**config.mk**
```make
export PLATFORM = sky130hd
export DESIGN_NAME = sflash_cmd_frontend
export DESIGN_NICKNAME = d
export VERILOG_FILES = /design/src/rtl/sfe_pkg.sv /design/src/rtl/sfe_ctrl.sv /design/src/rtl/sfe_dpath.sv /design/src/rtl/sflash_cmd_frontend.sv
export SDC_FILE = /design/constraint.sdc
export NUM_CORES = 1
export LEC_CHECK = 0
export BUFFER_PORTS_ARGS = -buffer_cell sky130_fd_sc_hd__buf_4
export CORE_MARGIN = 2
export CORE_UTILIZATION = 59
export CTS_BUF_LIST = sky130_fd_sc_hd__clkbuf_16
export CTS_CLUSTER_DIAMETER = 100
export CTS_CLUSTER_SIZE = 10
export DETAILED_ROUTE_END_ITERATION = 8
export PLACE_DENSITY = 0.85
export SYNTH_ARGS = -nofsm -noshare
export SYNTH_HDL_FRONTEND = slang
export SYNTH_SLANG_ARGS = --single-unit
```
**constraint.sdc**
```tcl
create_clock -name clk -period 4.23 [get_ports clk]
set_input_delay 0.2115 -clock clk [delete_from_list [all_inputs] [get_ports clk]]
set_output_delay 0.2115 -clock clk [all_outputs]
set_load 0.005 [all_outputs]
```
**src/rtl/sfe_pkg.sv**
```systemverilog
package sfe_pkg;
  localparam int OP_W    = 4;
  localparam int ID_W    = 4;
  localparam int FIELD_W = 12;
  localparam int HDR_W   = OP_W + ID_W + 2 * FIELD_W;
  localparam int ID_LSB  = 2 * FIELD_W;
  localparam int OP_LSB  = ID_LSB + ID_W;

  typedef enum logic [1:0] {
    TGT_BUF1 = 2'd0,
    TGT_BUF2 = 2'd1,
    TGT_PAGE = 2'd2
  } tgt_e;

  typedef struct packed {
    logic hdrShift;
    logic hdrLatch;
    logic wrShift;
    logic wrCommit;
    logic rdLoad;
    logic rdShift;
    logic fetch;
  } strobes_t;

  function automatic logic isReadOp(input logic [OP_W-1:0] op);
    return op inside {4'b1110, 4'b1111, 4'b0001, 4'b0000};
  endfunction

  function automatic logic isWriteOp(input logic [OP_W-1:0] op);
    return op inside {4'b0110, 4'b0111};
  endfunction

  function automatic logic isDeferredOp(input logic [OP_W-1:0] op);
    return op inside {4'b1010, 4'b1011, 4'b0010, 4'b0011, 4'b1100,
                      4'b1101, 4'b0100, 4'b0101, 4'b1001};
  endfunction
endpackage

```
**src/rtl/sfe_ctrl.sv**
```systemverilog
module sfe_ctrl
  import sfe_pkg::*;
(
  input  logic            clk,
  input  logic            rstN,
  input  logic            sckIn,
  input  logic            csNIn,
  input  logic            siIn,
  input  logic [OP_W-1:0] opcode,
  input  logic            idOk,
  output logic            siBit,
  output strobes_t        stb,
  output logic            cmdValid,
  output logic            soOe
);
  localparam logic [5:0] HDR_CNT = 6'(HDR_W);
  localparam logic [2:0] FIRST_OUT = 3'd3;

  logic [1:0] sckS, csS, siS;
  logic       sckPrev, csPrev;
  logic [5:0] riseCnt;
  logic [2:0] dataCnt;
  logic       started, fetchPend;
  logic       sckRise, sckFall, csRise, headerDone, csHigh;
  logic       rdOk, wrOk;

  assign csHigh     = csS[1];
  assign sckRise    = sckS[1] & ~sckPrev & ~csHigh;
  assign sckFall    = ~sckS[1] & sckPrev & ~csHigh;
  assign csRise     = csHigh & ~csPrev;
  assign headerDone = (riseCnt == HDR_CNT);
  assign siBit      = siS[1];
  assign rdOk       = headerDone && idOk && isReadOp(opcode);
  assign wrOk       = headerDone && idOk && isWriteOp(opcode);

  always_comb begin
    stb          = '0;
    stb.hdrShift = sckRise && !headerDone;
    stb.hdrLatch = sckRise && (riseCnt == HDR_CNT - 6'd1);
    stb.wrShift  = sckRise && wrOk;
    stb.wrCommit = stb.wrShift && (dataCnt == 3'd7);
    stb.rdLoad   = sckFall && rdOk && (dataCnt == FIRST_OUT);
    stb.rdShift  = sckFall && rdOk && started && !stb.rdLoad;
    stb.fetch    = fetchPend && rdOk && !csHigh;
  end

  assign cmdValid = csRise && headerDone && idOk && isDeferredOp(opcode);
  assign soOe     = started && !csHigh;

  always_ff @(posedge clk or negedge rstN) begin
    if (!rstN) begin
      sckS      <= '0;
      csS       <= 2'b11;
      siS       <= '0;
      sckPrev   <= 1'b0;
      csPrev    <= 1'b1;
      riseCnt   <= '0;
      dataCnt   <= '0;
      started   <= 1'b0;
      fetchPend <= 1'b0;
    end else begin
      sckS    <= {sckS[0], sckIn};
      csS     <= {csS[0], csNIn};
      siS     <= {siS[0], siIn};
      sckPrev <= sckS[1];
      csPrev  <= csS[1];
      if (csHigh) begin
        riseCnt   <= '0;
        dataCnt   <= '0;
        started   <= 1'b0;
        fetchPend <= 1'b0;
      end else begin
        if (sckRise) begin
          if (!headerDone) riseCnt <= riseCnt + 6'd1;
          else             dataCnt <= dataCnt + 3'd1;
        end
        if (stb.rdLoad) started <= 1'b1;
        fetchPend <= stb.hdrLatch || stb.rdLoad;
      end
    end
  end
endmodule

```
**src/rtl/sfe_dpath.sv**
```systemverilog
module sfe_dpath
  import sfe_pkg::*;
#(
  parameter int PAGE_W = 9,
  parameter int BYTE_W = 10
) (
  input  logic              clk,
  input  logic              rstN,
  input  strobes_t          stb,
  input  logic              siBit,
  input  logic [ID_W-1:0]   idStrap,
  input  logic [7:0]        statusIn,
  input  logic [7:0]        memRdata,
  output logic [OP_W-1:0]   opcode,
  output logic              idOk,
  output logic [1:0]        memTarget,
  output logic [PAGE_W-1:0] memPage,
  output logic [BYTE_W-1:0] memAddr,
  output logic              memRe,
  output logic              memWe,
  output logic [7:0]        memWdata,
  output logic              soData
);
  localparam logic [OP_W-1:0] OP_STATUS = 4'b0000;
  localparam logic [OP_W-1:0] OP_PGREAD = 4'b0001;

  logic [HDR_W-1:0]  hdr, nextHdr;
  logic [BYTE_W-1:0] addr;
  logic [PAGE_W-1:0] page;
  logic [6:0]        wrSh;
  logic [7:0]        outSh, nextByte;
  tgt_e              tgt;

  assign nextHdr = {hdr[HDR_W-2:0], siBit};
  assign opcode  = hdr[OP_LSB +: OP_W];
  assign idOk    = (hdr[ID_LSB +: ID_W] == idStrap);

  always_comb begin
    if (opcode == OP_PGREAD) tgt = TGT_PAGE;
    else if (opcode[0])      tgt = TGT_BUF2;
    else                     tgt = TGT_BUF1;
  end

  assign memTarget = tgt;
  assign memPage   = page;
  assign memAddr   = addr;
  assign memWe     = stb.wrCommit;
  assign memWdata  = {wrSh, siBit};
  assign memRe     = stb.fetch && (opcode != OP_STATUS);
  assign soData    = outSh[7];

  always_ff @(posedge clk or negedge rstN) begin
    if (!rstN) begin
      hdr      <= '0;
      addr     <= '0;
      page     <= '0;
      wrSh     <= '0;
      outSh    <= '0;
      nextByte <= '0;
    end else begin
      if (stb.hdrShift) hdr <= nextHdr;
      if (stb.hdrLatch) begin
        addr <= nextHdr[0 +: BYTE_W];
        page <= nextHdr[FIELD_W +: PAGE_W];
      end
      if (stb.wrShift) wrSh <= {wrSh[5:0], siBit};
      if (stb.wrCommit || stb.rdLoad) addr <= addr + 1'b1;
      if (stb.fetch) nextByte <= (opcode == OP_STATUS) ? statusIn : memRdata;
      if (stb.rdLoad)       outSh <= nextByte;
      else if (stb.rdShift) outSh <= {outSh[6:0], 1'b0};
    end
  end
endmodule

```
**src/rtl/sflash_cmd_frontend.sv**
```systemverilog
module sflash_cmd_frontend
  import sfe_pkg::*;
#(
  parameter int PAGE_W = 9,
  parameter int BYTE_W = 10
) (
  input  logic              clk,
  input  logic              rstN,
  input  logic              spiCsN,
  input  logic              spiSck,
  input  logic              spiMosi,
  output logic              soData,
  output logic              soOe,
  input  logic [3:0]        idStrap,
  input  logic [7:0]        statusIn,
  output logic [1:0]        memTarget,
  output logic [PAGE_W-1:0] memPage,
  output logic [BYTE_W-1:0] memAddr,
  output logic              memRe,
  output logic              memWe,
  output logic [7:0]        memWdata,
  input  logic [7:0]        memRdata,
  output logic              cmdValid,
  output logic [3:0]        cmdOp,
  output logic [PAGE_W-1:0] cmdPage,
  output logic [BYTE_W-1:0] cmdByte
);
  strobes_t        stb;
  logic            siBit, idOk;
  logic [OP_W-1:0] opcode;

  sfe_ctrl u_ctrl (
    .clk(clk), .rstN(rstN), .sckIn(spiSck), .csNIn(spiCsN), .siIn(spiMosi),
    .opcode(opcode), .idOk(idOk), .siBit(siBit), .stb(stb),
    .cmdValid(cmdValid), .soOe(soOe)
  );

  sfe_dpath #(.PAGE_W(PAGE_W), .BYTE_W(BYTE_W)) u_dpath (
    .clk(clk), .rstN(rstN), .stb(stb), .siBit(siBit), .idStrap(idStrap),
    .statusIn(statusIn), .memRdata(memRdata), .opcode(opcode), .idOk(idOk),
    .memTarget(memTarget), .memPage(memPage), .memAddr(memAddr),
    .memRe(memRe), .memWe(memWe), .memWdata(memWdata), .soData(soData)
  );

  assign cmdOp   = opcode;
  assign cmdPage = memPage;
  assign cmdByte = memAddr;
endmodule

```
=== Word level (Yosys, flattened, before mapping) ===
Cells that the tools add are included.

* Bits in latches: 0
* Output and inout port bits: 57
* Bits of input ports: 25
* Logic and storage cells: 98
* Flip-flop bits (word level): 93
* Memories kept: 0
* Bits in read-only memories: 0
* Memory bits (writable): 0

* Eq/ne operators: 20
* Magnitude comparators: 0
* Reduce and logical (&&, ||, !) cells: 35
* Bitwise gates (word level): 9
* Muxes and demuxes: 16
* Div/mod/pow operators: 0
* Shift operators: 0
* Multipliers: 0
* Add/subtract/negate cells: 3

{| class="wikitable"
|+ Operator list
! operator !! count
|-
| == test 4 bit, second input constant || 7
|-
| two-way mux 8 bit || 3
|-
| two-way mux 10 bit || 2
|-
| logical AND 1 bit || 18
|-
| two-way mux 6 bit || 3
|-
| == test 4 x 3 -> 1 bit, second input constant || 4
|-
| nonzero test 2 bit || 6
|-
| adder 10 x 1 -> 10 bit, second input constant || 1
|-
| two-way mux 3 bit || 3
|-
| nonzero test 9 bit || 1
|-
| == test 4 x 2 -> 1 bit, second input constant || 2
|-
| nonzero test 4 bit || 2
|-
| adder 6 x 1 -> 6 bit, second input constant || 1
|-
| == test 6 x 5 -> 1 bit, second input constant || 1
|-
| == test 6 bit, second input constant || 1
|-
| AND 1 bit || 5
|-
| == test 4 x 1 -> 1 bit, second input constant || 1
|-
| == test 4 bit || 1
|-
| zero test 4 bit || 1
|-
| two-way mux 1 bit || 4
|-
| inverter 1 bit || 4
|-
| AND reduction 2 bit || 2
|-
| adder 3 x 1 -> 3 bit, second input constant || 1
|-
| == test 3 x 2 -> 1 bit, second input constant || 1
|-
| 5 further kinds || 8
|}

=== Longest topological paths before layout ===
Gate-level depths: netlist (run 1).

* Depth in word-level cells: 9
* Gate-level depth with buffers: 9
* Gate-level depth less buffers: 7

=== Modules after synthesis ===
From an unflattened synthesis (run 1), not the netlist that was laid out.

* Cells, all modules: 363
* Area total of the unflattened synthesis: 4366.7 µm²

{| class="wikitable"
|+ Modules (own cells, without submodules)
! module !! cells an instance !! instances !! area an instance (µm²) !! sequential area each (µm²)
|-
| sfe_dpath || 253 || 1 || 3216.8 || 1851.8
|-
| sfe_ctrl || 91 || 1 || 1007.2 || 479.2
|-
| sflash_cmd_frontend || 19 || 1 || 142.6 || 0.0
|}

=== Worst setup path before layout (run 1) ===
Ideal clock, no wire load.

* Path kind: register -> register
* Start point: reg u_ctrl.riseCnt[2]
* End point: reg u_dpath.addr[6] (netlist: u_dpath.memAddr[6])
* Path buffers: 1
* Period minus slack after synthesis: 2.264 ns
* Cell stages (with the launch flop): 7
* Data required time: 4.104 ns
* Library setup time: 0.126 ns
* Path slack: 1.966 ns
* Arrival time: 2.138 ns
* Cells stage by stage: dfrtp_1 or3_4 nor4_4 o211ai_1 buf_2 mux2_4 a221o_1

* Cells in the longest elaborated chain, start to end: 7
* Elaborated cells on any way between the ends: 13
* Classes of those cells: 2 x eq/ne; 1 x mux; 10 x reduce/logical

{| class="wikitable"
|+ RTL lines
! item !! line !! source
|-
| start, declared || sfe_ctrl.sv:21 || <nowiki>logic [5:0] riseCnt;</nowiki>
|-
| start signal, assigned || sfe_ctrl.sv:74 || <nowiki>if (!headerDone) riseCnt <= riseCnt + 6'd1;</nowiki>
|-
| == test 6 bit || sfe_ctrl.sv:31 || <nowiki>assign headerDone = (riseCnt == HDR_CNT);</nowiki>
|-
| logical AND 1 bit || sfe_ctrl.sv:33, sfe_ctrl.sv:34 ||
|-
| logical AND 1 bit, on equally long branches || sfe_ctrl.sv:34, sfe_ctrl.sv:33 ||
|-
| logical AND 1 bit, on equally long branches || sfe_ctrl.sv:40, sfe_ctrl.sv:42 ||
|-
| logical AND 1 bit, on equally long branches || sfe_ctrl.sv:41, sfe_ctrl.sv:42 ||
|-
| logical OR 1 bit || sfe_dpath.sv:67 || <nowiki>if (stb.wrCommit || stb.rdLoad) addr <= addr + 1'b1;</nowiki>
|-
| two-way mux 10 bit or nonzero test 2 bit (tied branches) || n/a ||
|-
| end signal, assigned || sfe_dpath.sv:63 || <nowiki>addr <= nextHdr[0 +: BYTE_W];</nowiki>
|-
| end signal, assigned || sfe_dpath.sv:67 ||
|-
| end, declared || sfe_dpath.sv:28 || <nowiki>logic [BYTE_W-1:0] addr;</nowiki>
|}

Parallel ways exist; a longest one is shown, timed or not.
A chain may end at the register's enable or synchronous reset.

=== Worst setup path in the final report (run 1) ===
* Start point: reg u_ctrl.riseCnt[0]
* End point: reg u_dpath.hdr[16]

* Cells in the longest elaborated chain, start to end: 3

{| class="wikitable"
|+ RTL lines
! item !! line !! source
|-
| == test 6 bit || sfe_ctrl.sv:31 ||
|-
| zero test 1 bit || sfe_ctrl.sv:38 || <nowiki>stb.hdrShift = sckRise && !headerDone;</nowiki>
|-
| logical AND 1 bit || sfe_ctrl.sv:38 ||
|-
| end signal, assigned || sfe_dpath.sv:61 || <nowiki>if (stb.hdrShift) hdr <= nextHdr;</nowiki>
|-
| end, declared || sfe_dpath.sv:27 || <nowiki>logic [HDR_W-1:0] hdr, nextHdr;</nowiki>
|}

No other way between the ends.

==> impl.org, run 1 <==
** Synth
- Post-synthesis net count :: just under 400
- In the post-synthesis netlist, the biggest area contributors are sky130_fd_sc_hd__dfrtp_1, sky130_fd_sc_hd__mux2_2, sky130_fd_sc_hd__buf_4, sky130_fd_sc_hd__nand2_1, sky130_fd_sc_hd__mux2i_1.
- Netlist Area Pre-Place :: 0.00426 sq mm
- The largest total area in the synthesized netlist belongs to sky130_fd_sc_hd__dfrtp_1.
- Cells after Synth :: between 300 and 400
- For this run, asynchronously set or reset flops after synthesis account for 100%.
- In this run, synthesis inferred 0 flip-flops with an integrated enable.
- For this run, the leading register cell type out of synthesis is sky130_fd_sc_hd__dfrtp_1.
- Flip-flop and latch count after synthesis :: between 90 and 100
- Synth Warn # :: 0
- Sequential area share after synthesis :: a little over half
- Number of distinct library cell variants in the gate-level netlist after synthesis :: 43
- The share of synthesized area in the top cell type comes to between 50% and 60%.
- The average instance in the mapped netlist occupies 11.8 sq um.

** Placement
- # port buffers :: roughly 80
- The congestion estimate from routability-driven global placement came to ~0.79.
- Post-DP HPWL :: 5.79 mm

** STA
- Final number of hold-violating endpoints :: 0
- Clock skew on the completed layout was measured at ~0.0030 ns.
- In the finished design, the share of the clock period the worst path needs comes to 59.4%.
- Transition time at the pin with the least slew margin :: 0.913 ns
- The number of pins with negative max-slew slack in the final report was 0.
- Counting I/O delays and the setup requirement, the final critical path takes around 2.5 ns.
- Setup repair after global routing left no endpoint under its margin.
- Max-Slew Margin vs Limit :: 38.9%
- Setup violations, final :: 0
- Final hold analysis gives a worst-case slack of about 0.17 ns.
- Accumulated negative setup slack :: 0 ns
- Maximum clock frequency :: approximately 0.40 GHz

** Power
- In this run the static leakage power is about 2.7 nW.
- IR analysis of the VDD net gives a maximum drop of 0.280 mV.
- Power spread over the standard cell area amounts to ~380 mW/mm^2.

** Cells and area
- Layout Utilization :: 75.0%
- Antenna diodes :: 0
- Reg area :: roughly 0.0023 sq mm
- Layout fillers :: 462
- The area growth from synthesis to layout is 21.1%.
- Fraction of final layout cells sized beyond drive strength 1 :: between 30% and 40%
- For this run, the post-layout net count is 455.
- Area occupied by multi-input gates :: ~0.0017 sq mm

** GRT
- Pin count of the biggest net entering global routing :: 53
- The number of antenna violations at the first check in global routing is 0.
- Via count of the first global-routing pass :: around 2,900
- The first global-routing pass estimated approximately 14 mm of wire.
- GRT Overall Usage :: a little under a quarter
- Summed over all layers, the global routing overflow is 0.

** Detailed routing
- The first detailed-routing pass ran for 4 iterations.
- The count of nets left with antenna violations once routing finished came out at 0.
- Post-Route WL :: approximately 8.5 mm
- Via/cell ratio :: between 5 and 6
- After detailed routing, the average wire length per cell comes to approximately 16 um.
- For this run, design rule violations remaining after detail routing come to 0.
- The final route contains a little under 3,000 vias.
- The detailed router finished its first iteration with between 150 and 200 violations.

** Die
- The floorplan step set the die width to between 80 and 90 um.
- Die extent in y :: about 90 um
- Row generation in the floorplan step produced 30 rows.
- a little over 80 I/O pins were placed.
- Die Footprint :: around 0.0079 sq mm
- For this configuration, the core starts out at a cell density of about three fifths.
- The core region is 0.00687 sq mm.

** Clock tree
- Number of setup buffers added after CTS :: 0
- Clock sink count :: between 90 and 100
- Clock-pin slew was measured on the worst setup and hold paths at approximately 0.060 ns.
- The number of gates resized after CTS was 0.
- Root cell of the clock tree :: sky130_fd_sc_hd__clkbuf_16
- The number of clock buffers added by TritonCTS is 9.
- Clock tree from TritonCTS :: done
- The H-tree generated during clock tree synthesis spans 3 levels.
- Worst-skew pair later-pin latency :: 0.33 ns
- Counting along the longest clock path gives a buffer depth of 2.

** Hold path
- In this run the most critical hold path is launched from memRdata[2].
- The path class of the tightest hold or removal check is in2reg.

** Setup path
- At the worst endpoint, the arrival time is between 2 and 3 ns.
- Critical path start-end classification :: reg2reg
- The startpoint identified for the worst register-to-register timing path is u_ctrl.riseCnt[0].
- The worst setup path is launched from a flop.
- Along the worst path, the maximum fanout reaches 19.
- Launching element of the worst setup path :: u_ctrl.riseCnt[0]
- The worst setup path is captured at a flop.
- For the worst setup path, the data required time is 4.44 ns.

** Job
- Max-capacitance violation count :: 0

** Run status
- Result of the run :: complete, no violations
worst max-delay path, cell delays in order, from the launching register on:
cell and delay [ns]:
sky130_fd_sc_hd__dfrtp_1 0.39, sky130_fd_sc_hd__inv_1 0.09, sky130_fd_sc_hd__ha_1 0.20, sky130_fd_sc_hd__nand2_1 0.13
sky130_fd_sc_hd__or2_2 0.15, sky130_fd_sc_hd__nand2b_1 0.13, sky130_fd_sc_hd__nor2_2 0.54, sky130_fd_sc_hd__buf_4 0.39
sky130_fd_sc_hd__mux2_2 0.38
area by class of cell:
cell class	instances	share of cell area [%]
clock buffers	9	4.37
flip-flops and latches	93	45.2
inverters	8	0.583
repair buffers	89	13.2
multi-input cells	223	32.3
clock inverters	7	2.04
well taps	96	2.33
where the power goes:
group          switching, mW  internal [mW]  total (mW)
clock                  0.312          0.569       0.880
sequential            0.0331          0.933       0.966
combinational         0.0426         0.0549      0.0975
layer usage:
metal | up-vias | global-route usage, % | wire length (um)
met5 | - | 0 | 0
met4 | 0 | 7.99 | 110
met3 | 10 | 4.06 | 402
met2 | 90 | 38.3 | 4390
met1 | 1496 | 31.5 | 3640
li1 | 1354 | - | -
cell usage after synthesis, types with 3 or more instances:
library cell,instances
sky130_fd_sc_hd__clkbuf_1,11
sky130_fd_sc_hd__nand4_1,3
sky130_fd_sc_hd__mux2_2,54
sky130_fd_sc_hd__nand2b_1,5
sky130_fd_sc_hd__dfrtp_1,90
sky130_fd_sc_hd__xor2_1,4
sky130_fd_sc_hd__nor3b_1,4
sky130_fd_sc_hd__a221o_1,4
sky130_fd_sc_hd__ha_1,6
sky130_fd_sc_hd__nand2_1,44
sky130_fd_sc_hd__o21ai_0,9
sky130_fd_sc_hd__inv_1,8
sky130_fd_sc_hd__dfstp_2,3
sky130_fd_sc_hd__nor3_1,3
sky130_fd_sc_hd__xnor2_1,5
sky130_fd_sc_hd__a21oi_1,5
sky130_fd_sc_hd__nor2_1,23
sky130_fd_sc_hd__nand3_1,8
sky130_fd_sc_hd__and3_1,5
sky130_fd_sc_hd__buf_4,24
sky130_fd_sc_hd__mux2i_1,14
sky130_fd_sc_hd__a31oi_1,3
cells by family after synthesis:
kind of cell | Yosys count | synth area share (%)
compound gates | 30 | 4.70
xor+xnor | 9 | 1.85
fa+ha+maj | 6 | 1.76
buf+inv | 45 | 6.15
flops | 93 | 54.8
mux | 69 | 17.9
simple gates | 109 | 12.8
layout by cell type (no fill, tap or decap), types with 2 or more instances in the layout:
master                          instances
sky130_fd_sc_hd__dfstp_2                3
sky130_fd_sc_hd__nand3_1                8
sky130_fd_sc_hd__clkinv_1               3
sky130_fd_sc_hd__mux2i_1               14
sky130_fd_sc_hd__a31oi_1                3
sky130_fd_sc_hd__xnor2_1                5
sky130_fd_sc_hd__xor2_1                 4
sky130_fd_sc_hd__a221o_1                4
sky130_fd_sc_hd__dlygate4sd3_1          4
sky130_fd_sc_hd__o22ai_1                2
sky130_fd_sc_hd__dfrtp_1               90
sky130_fd_sc_hd__ha_1                   6
sky130_fd_sc_hd__mux2_2                54
sky130_fd_sc_hd__clkbuf_16              9
sky130_fd_sc_hd__nand3b_1               2
sky130_fd_sc_hd__nor3_1                 3
sky130_fd_sc_hd__buf_4                 85
sky130_fd_sc_hd__nand4_1                3
sky130_fd_sc_hd__nand2_1               44
sky130_fd_sc_hd__nor4b_1                2
sky130_fd_sc_hd__a211oi_1               2
sky130_fd_sc_hd__and3_1                 5
sky130_fd_sc_hd__o21ai_0                9
sky130_fd_sc_hd__inv_1                  9
sky130_fd_sc_hd__a21oi_1                5
sky130_fd_sc_hd__bufinv_16              3
sky130_fd_sc_hd__nor3b_1                4
sky130_fd_sc_hd__nand2b_1               5
sky130_fd_sc_hd__nor2_1                22
final timing paths:
kind,slack [ns],to,cells after the start
setup / recovery,1.72,u_dpath.hdr[16],8
hold / removal,0.17,u_dpath.nextByte[2],3
setup reg to reg,1.72,u_dpath.hdr[16],8
hold reg to reg,0.36,u_ctrl.sckS[1],0
max in group asynchronous,2.79,u_dpath.hdr[3],3
min in group asynchronous,0.40,u_ctrl.started,2
registers in the layout, indices dropped and copies added (netlist names):
register / count
u_ctrl.siS: 2
u_ctrl.sckPrev: 1
u_ctrl.csS: 2
u_dpath.outSh: 8
u_dpath.memPage: 9
u_ctrl.dataCnt: 3
u_dpath.memAddr: 10
u_dpath.hdr: 32
u_ctrl.sckS: 2
u_dpath.wrSh: 7
u_ctrl.csPrev: 1
u_ctrl.riseCnt: 6
u_ctrl.started: 1
u_dpath.nextByte: 8
u_ctrl.fetchPend: 1
stage by stage:
step	power (mW)	cells	area (sq um)	worst slack (ns)
final	1.94	525	5150	1.72
after CTS	1.96	525	5150	1.71
after floorplan	1.02	361	4260	1.97
after detailed placement	1.08	505	4780	1.73
after global routing	2.01	525	5150	1.60
after global placement	1.07	505	4780	1.85
what timing repair did:
item                       in CTS  in global routing
setup endpoints to repair       0                  0
hold buffers                    4                  0
hold endpoints to repair       44                  0
No activity file was read; power rests on OpenSTA's default activity.
==> inputs of run 2 (changes only) <==
ABC_AREA = 1   (was unset)
CORE_UTILIZATION = 56   (was 59)
PLACE_DENSITY = 0.81   (was 0.85)
clock period = 2.4 ns   (was 4.23 ns; I/O delays follow)
==> run 2 against run 1 <==
  * Wire length grew 14%
  * Non-clock buffer count grew 8
  * Global-route usage is essentially flat
  * Sequential share of layout area shrank 3.7 points
  * Cell count grew 30%
  * First-iteration DRC count shrank 36%
  * Die area grew 15%
  * Flip-flop and latch count is the same
  * Sequential power grew 89%
==> impl.org, run 2 <==
** Setup path
- The critical path required time was 2.28 ns (-2.16 ns).
- Worst path buffer plus inverter count :: 2 (unchanged)
- Nature of the critical path endpoint :: primary output
- In this design, the largest share of critical-path delay is due to simple AND/OR/NAND/NOR gates.
- The largest individual stage delay along the critical path comes from the cell sky130_fd_sc_hd__dfrtp_1.
- The critical path is of the reg2out type.
- The maximum fanout encountered on the critical timing path came to 10 (-9).
- The total stage count of the critical path came to 7 (-1).
- Arrival time at the worst endpoint :: 1.99 ns (-0.73 ns)
- Traced cell by cell, the critical path runs through inv_1 -> ha_1 -> nand4_4 -> nor2_8 -> nand4_4 -> a21oi_2 -> buf_4.
- Element type at the critical path start :: flop
- CP most frequent cell :: sky130_fd_sc_hd__nand4_4
- The worst stage delay on the critical path came to 0.41 ns (-0.13 ns).
- The number of cells on the worst reg-to-reg path came to 7 (-1).

** Detailed routing
- The per-cell routed wire length came to 14.2 um (-13%).
- The total wire length after detailed routing was 9.73 mm (+14%).
- Count of nets left with antenna violations after detail routing :: 0 (unchanged)
- The total iterations of the first detailed-routing run came to 4 (unchanged).
- The total DRC errors in the routed layout is 0 (unchanged).
- First DRT Iteration DRCs :: 118 (-36%)
- The routed via count divided by cell count was 5.21 (-7.4%).
- The total number of vias is 3,566 (+21%).

** Die
- The I/O pin count is 82 (unchanged).
- The initial cell density of the core is 57.4% (-4.5 points).
- Area of the placeable core :: 0.00813 sq mm (+18%)
- The die footprint came to 0.00908 sq mm (+15%).
- Die extent in y :: 95.3 um (+7.2%)
- The floorplan die width is 95.3 um (+7.2%).
- The row count was 33 (+10%).

** GRT
- Most heavily used metal layer in global routing :: met2
- The maximum number of pins on one net before global-route repair was 50 (-5.7%).
- The sum of overflow across all layers after global routing is 0 (unchanged).
- The routing usage on met3 is 5.77% (+1.7 points).
- The global-route wire length before repair came to 16.2 mm (+17%).
- Initial antenna violation count :: 0 (unchanged)
- GRT Overall Usage :: 23.2% (about the same)
- Via count of the first global-routing pass :: 3,504 (+20%)
- GR met2 Demand/Resource :: 37.6% (-0.70 points)
- Met1 Resource Use GR :: 30.7% (-0.80 points)

** Clock tree
- Clock sink count :: 93 (unchanged)
- Max Root-Sink Buffers :: 2 (unchanged)
- TritonCTS Buffers :: 9 (unchanged)
- TritonCTS built the clock tree.
- The number of H-tree levels is 3 (unchanged).
- The count of cells resized by post-cts repair was 0 (unchanged).
- The clock latency on the worst-skew pair came to 0.33 ns (about the same).
- Root cell of the clock tree :: sky130_fd_sc_hd__clkbuf_16
- The clock-pin slew on the worst setup and hold paths is 0.07 ns (about the same).

** Synth
- The number of flops mapped to enable cells by yosys is 0 (unchanged).
- Sequential area share after synthesis :: 49.9% (-4.9 points)
- Flip-flop and latch count after synthesis :: 93 (unchanged)
- The post-synth net total was 536 (+37%).
- Number of distinct library cell variants in the gate-level netlist after synthesis :: 40 (-7.0%)
- In the synthesized netlist, the cells that appear most often are sky130_fd_sc_hd__nand2_1, sky130_fd_sc_hd__dfrtp_1, sky130_fd_sc_hd__inv_1.
- Share of Yosys cell area claimed by the top area cell type :: 48.2% (-4.7 points)
- Cells after Synth :: 505 (+40%)
- Dominant cell type by area after synthesis :: sky130_fd_sc_hd__dfrtp_1
- Post-Synthesis Mean Instance Area :: 9.25 sq um (-22%)
- By area the synthesized netlist is led by sky130_fd_sc_hd__dfrtp_1, sky130_fd_sc_hd__nand2_1, sky130_fd_sc_hd__buf_4, sky130_fd_sc_hd__inv_1, sky130_fd_sc_hd__nand3_1.
- Top-count cell post-synth :: sky130_fd_sc_hd__nand2_1
- Netlist Area Pre-Place :: 0.00467 sq mm (+9.7%)
- Synth Warn # :: 0 (unchanged)
- Dominant synthesized flop cell :: sky130_fd_sc_hd__dfrtp_1
- The share of async-settable or async-resettable flops after synthesis is 100% (unchanged).

** STA
- The total count of hold-check failures in the final report is 0 (unchanged).
- Pins over their slew limit :: 0 (unchanged)
- Accumulated negative setup slack :: 0 ns (unchanged)
- The worst clock skew on the final layout is 0.00766 ns (+0.00462 ns).
- Setup repair after global routing left no endpoint under its margin.
- The smallest hold slack is 0.0875 ns (-0.0815 ns).
- Tmin final :: around 2.1 ns
- The worst-case headroom to the max-slew limit was 61.3% (+22 points).
- Setup violations, final :: 0 (unchanged)
- For this run, the top clock speed supported by timing is roughly 0.47 GHz.
- The final setup slack of the worst path came to 0.287 ns (-1.43 ns).
- Transition time at the pin with the least slew margin :: 0.580 ns (-0.333 ns)
- Tcrit/Tclk final :: 88.0%

** Placement
- The HPWL after detailed placement is 6.98 mm (+21%).
- # port buffers :: 81 (unchanged)
- Final Wtd Congestion :: 0.847 (+7.5%)
- Setup slack after placement :: 0.464 ns (-1.27 ns)

** Cells and area
- The combined area of the multi-input logic cells was 0.00186 sq mm (+12%).
- The share of the core filled with cells was 69.0% (-6.0 points).
- Highest-count cells in the layout ignoring fill and taps :: sky130_fd_sc_hd__nand2_1, sky130_fd_sc_hd__buf_4, sky130_fd_sc_hd__dfrtp_1
- Most frequent standard cell in the layout excluding fill and tap cells :: sky130_fd_sc_hd__nand2_1
- Area growth syn-to-layout :: 20.2%
- The number of fill cells is 640 (+39%).
- The number of flip-flops under the largest register name was 32 (unchanged).
- The number of antenna repair diodes was 0 (unchanged).
- The share of layout cells above drive strength 1 was 28.1% (-9.7 points).
- Net count of the finished layout :: 606 (+33%)
- The area taken by flip-flops and latches came to 0.00233 sq mm (unchanged).
- More flip-flops sit in one register than any other, and that register is u_dpath.hdr.

** Hold path
- Worst Hold Path Cells :: 3 (unchanged)
- Min-delay worst type :: in2reg

** Run status
- The run finished with clean final reports.

** Power
- The worst voltage drop across the vdd grid is 0.453 mV (+62%).
- Leak pwr :: 2.93 nW (+10%)
- Areal power density over the cells :: 684 mW/mm^2 (+81%)

** Job
- The reported max-cap violation count was 0 (unchanged).
-- run 2: cell count changes after synthesis, sizes merged, moves of 6 or more --
cell / change
nand4: +17
nand3: +26
o21ai: +33
nand2: +96
mux2: -42
inv: +49
buf: +8
clkbuf: -7
mux2i: -6
-- run 2: path summary, 6_finish.rpt --
path | start | end | slack, ns
max in group asynchronous | rstN | u_dpath.hdr[0] | 1.42
setup reg to reg | u_ctrl.riseCnt[0] | u_dpath.hdr[30] | 0.45
hold reg to reg | u_ctrl.sckS[0] | u_ctrl.sckS[1] | 0.36
hold / removal | statusIn[1] | u_dpath.nextByte[1] | 0.09
min in group asynchronous | rstN | u_dpath.nextByte[2] | 0.33
setup / recovery | u_ctrl.riseCnt[0] | memRe | 0.29
-- run 2: area by class of cell --
type | instances | area share [%]
sequential | 93 | 41.5
clock inverter | 7 | 1.74
inverter | 58 | 3.90
timing repair buffer | 97 | 13.4
clock buffer | 9 | 4.01
tap | 105 | 2.34
multi-input combinational | 316 | 33.1
-- run 2: power breakdown --
| part | switching [mW] | internal (mW) | leakage [nW] |
|---|---|---|---|
| clock | 0.603 | 0.916 | 0.147 |
| sequential | 0.116 | 1.71 | 1.20 |
| combinational | 0.288 | 0.204 | 1.58 |
-- run 2: per-stage QoR --
step           std cells  cell area [sq um]  total power, mW
2_1_floorplan        505               4670             2.16
3_3_place_gp         661               5220             2.31
3_5_place_dp         661               5220             2.35
4_1_cts              681               5580             3.87
5_1_grt              685               5610             4.02
6_report             685               5610             3.84
-- run 2: layer usage --
metal,part of all wire (%),wire length [um]
met2,48,4720
met5,0,0
met1,44,4310
met4,1.7,170
met3,5.5,531
-- run 2: timing repair --
action / in CTS / in global routing
hold endpoints to repair: 44 / 0
buffers inserted: 0 / 4
hold buffers: 4 / 0
endpoints found under the setup margin: 0 / 1
-- run 2: tightest hold or removal path: cells and delay by family --
kind / cells / cell delay, ns
buffers and inverters: 1 / 0.08
AO/OA/AOI/OAI: 1 / 0.13
multiplexers: 1 / 0.07
-- run 2: cells by family (layout without fill, tap and decap cells) --
family | Yosys count | in the layout | share of synthesized area (%)
simple gates | 226 | 226 | 24.7
buf+inv | 96 | 171 | 10.3
flops | 93 | 93 | 49.9
compound gates | 56 | 56 | 7.40
mux | 21 | 21 | 4.85
xor+xnor | 7 | 7 | 1.31
fa+ha+maj | 6 | 6 | 1.61
